### src/rtl/rcrc_pkg.sv
package rcrc_pkg;
  typedef enum logic [1:0] {
    ST_IDLE = 2'd0,
    ST_SER  = 2'd1,
    ST_FAST = 2'd2,
    ST_DONE = 2'd3
  } rcrc_st_e;
endpackage

### src/rtl/rcrc_inv_acc.sv
// Inverse register: divides by x once per bit, then folds the byte into the top.
module rcrc_inv_acc #(
  parameter int unsigned W      = 16,
  parameter int unsigned BYTE_W = 8,
  parameter logic [W-1:0] POLY  = 16'h1021
) (
  input  logic              clk,
  input  logic              rst_n,
  input  logic              clr,
  input  logic              load_en,
  input  logic [BYTE_W-1:0] byte_in,
  output logic [W-1:0]      acc_o
);
  localparam logic [W-1:0] INV_POLY = {1'b1, POLY[W-1:1]};

  logic [W-1:0] acc_q, acc_d, shifted, absorbed;

  always_comb begin
    shifted = acc_q;
    for (int k = 0; k < BYTE_W; k++) begin
      shifted = shifted[0] ? ((shifted >> 1) ^ INV_POLY) : (shifted >> 1);
    end
    absorbed = shifted ^ {byte_in, {(W-BYTE_W){1'b0}}};
  end

  always_comb begin
    acc_d = acc_q;
    if (clr)          acc_d = '0;
    else if (load_en) acc_d = absorbed;
  end

  always_ff @(posedge clk or negedge rst_n) begin
    if (!rst_n) acc_q <= '0;
    else        acc_q <= acc_d;
  end

  assign acc_o = acc_q;
endmodule

### src/rtl/rcrc_fwd_bytes.sv
// One zero byte of ordinary CRC advance, as a chain of single-bit stages.
module rcrc_fwd_bytes #(
  parameter int unsigned W      = 16,
  parameter int unsigned BYTE_W = 8,
  parameter logic [W-1:0] POLY  = 16'h1021
) (
  input  logic [W-1:0] crc_i,
  output logic [W-1:0] crc_o
);
  logic [W-1:0] stage [0:BYTE_W];

  assign stage[0] = crc_i;

  for (genvar g = 0; g < BYTE_W; g++) begin : g_step
    assign stage[g+1] = stage[g][W-1] ? ({stage[g][W-2:0], 1'b0} ^ POLY)
                                      : {stage[g][W-2:0], 1'b0};
  end

  assign crc_o = stage[BYTE_W];
endmodule

### src/rtl/rcrc_mulmod.sv
// Carry-less product of two residues, reduced modulo the generator.
module rcrc_mulmod #(
  parameter int unsigned W     = 16,
  parameter logic [W-1:0] POLY = 16'h1021
) (
  input  logic [W-1:0] a_i,
  input  logic [W-1:0] b_i,
  output logic [W-1:0] p_o
);
  logic [W-1:0] acc, run;

  always_comb begin
    acc = '0;
    run = b_i;
    for (int i = 0; i < W; i++) begin
      if (a_i[i]) acc = acc ^ run;
      run = run[W-1] ? ({run[W-2:0], 1'b0} ^ POLY) : {run[W-2:0], 1'b0};
    end
  end

  assign p_o = acc;
endmodule

### src/rtl/rcrc_rev16.sv
module rcrc_rev16 #(
  parameter int unsigned W      = 16,
  parameter int unsigned BYTE_W = 8,
  parameter int unsigned LEN_W  = 8,
  parameter logic [W-1:0] POLY  = 16'h1021
) (
  input  logic              clk,
  input  logic              rst_n,
  input  logic              clr,
  input  logic              byte_vld,
  input  logic [BYTE_W-1:0] byte_in,
  input  logic              fin,
  input  logic [LEN_W-1:0]  fin_len,
  input  logic              fast_sel,
  output logic [W-1:0]      crc_out,
  output logic              done
);
  import rcrc_pkg::*;

  localparam logic [W-1:0]     ONE    = {{(W-1){1'b0}}, 1'b1};
  localparam logic [W-1:0]     Q_SEED = ONE << (BYTE_W/2);
  localparam logic [LEN_W-1:0] CNT_1  = {{(LEN_W-1){1'b0}}, 1'b1};

  rcrc_st_e        st_q, st_d;
  logic [W-1:0]    work_q, work_d;
  logic [W-1:0]    p_q, p_d, q_q, q_d;
  logic [W-1:0]    res_q, res_d;
  logic [LEN_W-1:0] cnt_q, cnt_d;
  logic            absorb;
  logic [W-1:0]    acc_q;
  logic [W-1:0]    work_adv, q_sq, pq_prod, fin_prod;

  rcrc_inv_acc #(.W(W), .BYTE_W(BYTE_W), .POLY(POLY)) u_acc (
    .clk(clk), .rst_n(rst_n), .clr(clr), .load_en(absorb),
    .byte_in(byte_in), .acc_o(acc_q)
  );

  rcrc_fwd_bytes #(.W(W), .BYTE_W(BYTE_W), .POLY(POLY)) u_fwd (
    .crc_i(work_q), .crc_o(work_adv)
  );

  rcrc_mulmod #(.W(W), .POLY(POLY)) u_sq  (.a_i(q_q),  .b_i(q_q),    .p_o(q_sq));
  rcrc_mulmod #(.W(W), .POLY(POLY)) u_pq  (.a_i(q_sq), .b_i(p_q),    .p_o(pq_prod));
  rcrc_mulmod #(.W(W), .POLY(POLY)) u_fin (.a_i(p_q),  .b_i(work_q), .p_o(fin_prod));

  // Next-state logic
  always_comb begin
    st_d   = st_q;
    work_d = work_q;
    p_d    = p_q;
    q_d    = q_q;
    res_d  = res_q;
    cnt_d  = cnt_q;
    absorb = 1'b0;
    if (clr) begin
      st_d  = ST_IDLE;
      res_d = '0;
    end else begin
      unique case (st_q)
        ST_IDLE: begin
          if (fin) begin
            work_d = acc_q;
            cnt_d  = fin_len;
            p_d    = ONE;
            q_d    = Q_SEED;
            st_d   = fast_sel ? ST_FAST : ST_SER;
          end else begin
            absorb = byte_vld;
          end
        end
        ST_SER: begin
          if (cnt_q == '0) begin
            res_d = work_q;
            st_d  = ST_DONE;
          end else begin
            work_d = work_adv;
            cnt_d  = cnt_q - CNT_1;
          end
        end
        ST_FAST: begin
          if (cnt_q == '0) begin
            res_d = fin_prod;
            st_d  = ST_DONE;
          end else begin
            q_d   = q_sq;
            if (cnt_q[0]) p_d = pq_prod;
            cnt_d = cnt_q >> 1;
          end
        end
        default: ;
      endcase
    end
  end

  // State registers
  always_ff @(posedge clk or negedge rst_n) begin
    if (!rst_n) begin
      st_q   <= ST_IDLE;
      work_q <= '0;
      p_q    <= '0;
      q_q    <= '0;
      res_q  <= '0;
      cnt_q  <= '0;
    end else begin
      st_q   <= st_d;
      work_q <= work_d;
      p_q    <= p_d;
      q_q    <= q_d;
      res_q  <= res_d;
      cnt_q  <= cnt_d;
    end
  end

  assign crc_out = res_q;
  assign done    = (st_q == ST_DONE);
endmodule

### config.mk
export PLATFORM = sky130hd
export DESIGN_NAME = rcrc_rev16
export DESIGN_NICKNAME = d
export VERILOG_FILES = /design/src/rtl/rcrc_pkg.sv /design/src/rtl/rcrc_inv_acc.sv /design/src/rtl/rcrc_fwd_bytes.sv /design/src/rtl/rcrc_mulmod.sv /design/src/rtl/rcrc_rev16.sv
export SDC_FILE = /design/constraint.sdc
export NUM_CORES = 1
export LEC_CHECK = 0
export BUFFER_PORTS_ARGS = -buffer_cell sky130_fd_sc_hd__buf_2
export CORE_MARGIN = 2
export CORE_UTILIZATION = 40
export CTS_BUF_LIST = sky130_fd_sc_hd__clkbuf_4 sky130_fd_sc_hd__clkbuf_8 sky130_fd_sc_hd__clkbuf_16
export CTS_CLUSTER_SIZE = 10
export DETAILED_ROUTE_END_ITERATION = 12
export GPL_TIMING_DRIVEN = 1
export SLEW_MARGIN = 5
export SYNTH_ARGS = -nofsm -noshare
export SYNTH_HDL_FRONTEND = slang
export SYNTH_SLANG_ARGS = --single-unit
### constraint.sdc
create_clock -name clk -period 3.53 [get_ports clk]
set_input_delay 0.5295 -clock clk [delete_from_list [all_inputs] [get_ports clk]]
set_output_delay 0.5295 -clock clk [all_outputs]
set_load 0.01 [all_outputs]
==> out/metrics.cfg <==
[status]
status=finished with violations
violations=negative setup slack

[clock_network]
tritoncts=built
cts.clk_slew.worst_paths_ps=90
cts_max_path_buffers=2
numCtsBuffers=9
clk_latency_ps=390
cts-root-buf=clkbuf_16
postCtsHoldBufs=0
cts_max_level=3
cts_sinks=90

[setup_path]
critPathBufInv=4
reg2reg_depth=16
cp_top_family=XOR/XNOR gates
endpoint_kind=flop
crit_path_top_delay_cell=dfrtp_2
cp_common_cell=xnor2_1
crit_fanout=10
r2r_end=p_q[14]
max_stage_delay_ps=470
start_kind=flop
cp.arrival_ps=3860
path_cells=buf_4 -> buf_4 -> clkinvlp_4 -> mux2i_1 -> xnor2_1 -> a22oi_1 -> xnor2_1 -> xnor2_2 -> buf_12 -> nor3_1 -> a21oi_1 -> a2bb2oi_2 -> xnor2_1 -> xnor3_1 -> xnor2_1 -> o21ai_1
worst_ep_required_time_ps=3800
reg2reg_from=q_q[7]
path_class=reg2reg
reg2reg_slack_ps=-60

[sta]
fin_crit_sh_pct=102
final_hold_viol_count=0
slew-limit-headroom_pct=32.6
max_freq_ghz=0.279
rsz0062_at_grt=true
period_needed_ps=3590
finClkSkew_ps=17.7
setup_violations=4
final_max_slew_viol_count=0
setup_ws_ps=-56.1
tightest_slew_ps=1000

[grt]
track_usage_pct=26.6
use_met2_pct=44.2
met3_usage_pct=3.17
grt.overflow.total=0
grt_pass1_wl_mm=84.8
busiest_layer=met2
antenna_found_initial=0
grt_pass1_vias=14500
met1_usage_pct=36.0
grt_max_degree=50

[yosys]
synthMuxAreaShare_pct=3.03
ys_ff_latch=90
ys_seq_area_share_pct=14.5
synth_edf_count=0
synthSimpleGateAreaFrac_pct=20.7
synth_ff_type=dfrtp_1
yosys_warnings=0
syn-instance-count=2137
netlist.top_cell.by_area=xnor2_1
synth_most_common_cell=xnor2_1
synth.distinct_cells=66
yosys-top-cells-count=538 x xnor2_1, 526 x nand2_1, 168 x nor2_1
async_flop_share_pct=100
synth-compound-area-share_pct=11.3
synthAdderAreaFrac_pct=0.565
avgSynthCellArea_um2=7.26
synth_top_area_share_pct=30.4
syn_area_um2=15500
syn_nets=2166
yosys-top-cells-area=xnor2_1 30%, dfrtp_1 15%, nand2_1 13%, xor2_1 8.0%, nor2_1 4.1%
synth_xor_area_share_pct=44.1
synth_top_family_by_area=XOR/XNOR gates

[finish]
nNetsFinal=2286
diodes=0
final_layout_size_suffix_gt1_share_pct=17.8
areaGrowthSynthToFinish_pct=19.3
fin_util_pct=48.1
postLayoutCellArea_um2=18500

[drt]
firstDrtPassIters=5
post_drt_via_cell_ratio=5.36
drt_first_iter_violations=1374
antenna_left=0
vias=14900
drt_wl_total_mm=54.3
drt-wirelength-per-cell_um=19.5
drc_errors=0

[floorplanning]
fp.dieW_um=201
core_area_um2=38500
die-area_um2=40400
num_rows=72
die_h_um=201
start_util_pct=40.3
pin_count=39

[power_and_ir_drop]
power.density_nw_per_um2=871
power_leakage_nw=6.91
ir_worst_vdd_mv=0.415

[place]
gp_congestion=0.926
io_buffers=38
hpwl_mm=38.4
postPlaceCellArea_um2=17500

[worst_hold_path]
worstHoldPathType=in2async

[flow_run]
drv_cap=0

[state kept, by name, indices dropped and copies added (netlist names)]
register / count
crc_out: 16
p_q: 16
q_q: 16
u_acc.acc_o: 16
work_q: 16
cnt_q: 8
st_q: 2
[layout by cell type (no fill, tap or decap), types with 25 or more instances in the layout]
master   netlist  final
buf_4         10    220
inv_1         26     25
nand2_1      526    523
dfrtp_1       90     81
xnor2_1      538    513
nor2_1       168    165
a21oi_1       49     47
o21ai_0       84     83
buf_2         39     38
xor2_1       141    137
mux2i_1       38     38
[cell families (layout without fill, tap and decap cells)]
| kind of cell | Yosys count | count (layout) |
|---|---|---|
| simple gates | 789 | 789 |
| compound gates | 274 | 274 |
| fa+ha+maj | 7 | 7 |
| xor+xnor | 722 | 722 |
| buf+inv | 210 | 335 |
| flops | 90 | 90 |
| mux | 45 | 45 |
[final cells by class]
class	instances	area [um2]
fill	3794	20000
multi-input combinational	1837	12800
timing repair buffer	290	2360
sequential	90	2260
tap	518	648
clock buffer	9	225
inverter	29	113
clock inverter	7	91.3
[timing repair]
action | in CTS | in global routing
gates resized for setup | 30 | 54
buffers inserted | 3 | 15
gates cloned | 0 | 2
pin swaps | 16 | 25
endpoints found under the setup margin | 16 | 16
endpoints found under the hold margin | 0 | 0
[power by group]
group          switching (mW)  total [mW]  internal, mW
Sequential              0.353        1.62          1.26
Combinational            7.91        13.4          5.45
Clock                   0.563        1.14         0.574
[layer usage]
metal | share of wire, % | vias to the layer above
li1 | - | 7057
met1 | 43 | 7161
met2 | 47 | 574
met3 | 7.0 | 115
met4 | 2.9 | 0
met5 | 0 | -
[how the worst max path moves through the flow]
stage | cells past startpoint | start | slack, ps | to
after floorplan | 13 | q_q[10] | 130 | p_q[15]
after global routing | 13 | q_q[13] | -230 | p_q[14]
after global placement | 17 | q_q[1] | -170 | p_q[2]
after CTS | 14 | q_q[13] | -40 | p_q[13]
after detailed placement | 17 | q_q[1] | -270 | p_q[0]
final | 16 | q_q[7] | -60 | p_q[14]
[metrics by stage]
step | setup WS, ps | std cells | setup TNS, ps | power [mW] | hold slack, ps
5_1_grt | -235 | 2780 | -2750 | 17.1 | 252
3_3_place_gp | -174 | 2744 | -1590 | 14.1 | 462
6_report | -56.1 | 2780 | -105 | 16.1 | 203
3_5_place_dp | -269 | 2744 | -3080 | 14.2 | 473
4_1_cts | -41.0 | 2763 | -108 | 15.6 | 234
2_1_floorplan | 126 | 2137 | 0 | 9.67 | 234
(Power assumes the default switching activity.)
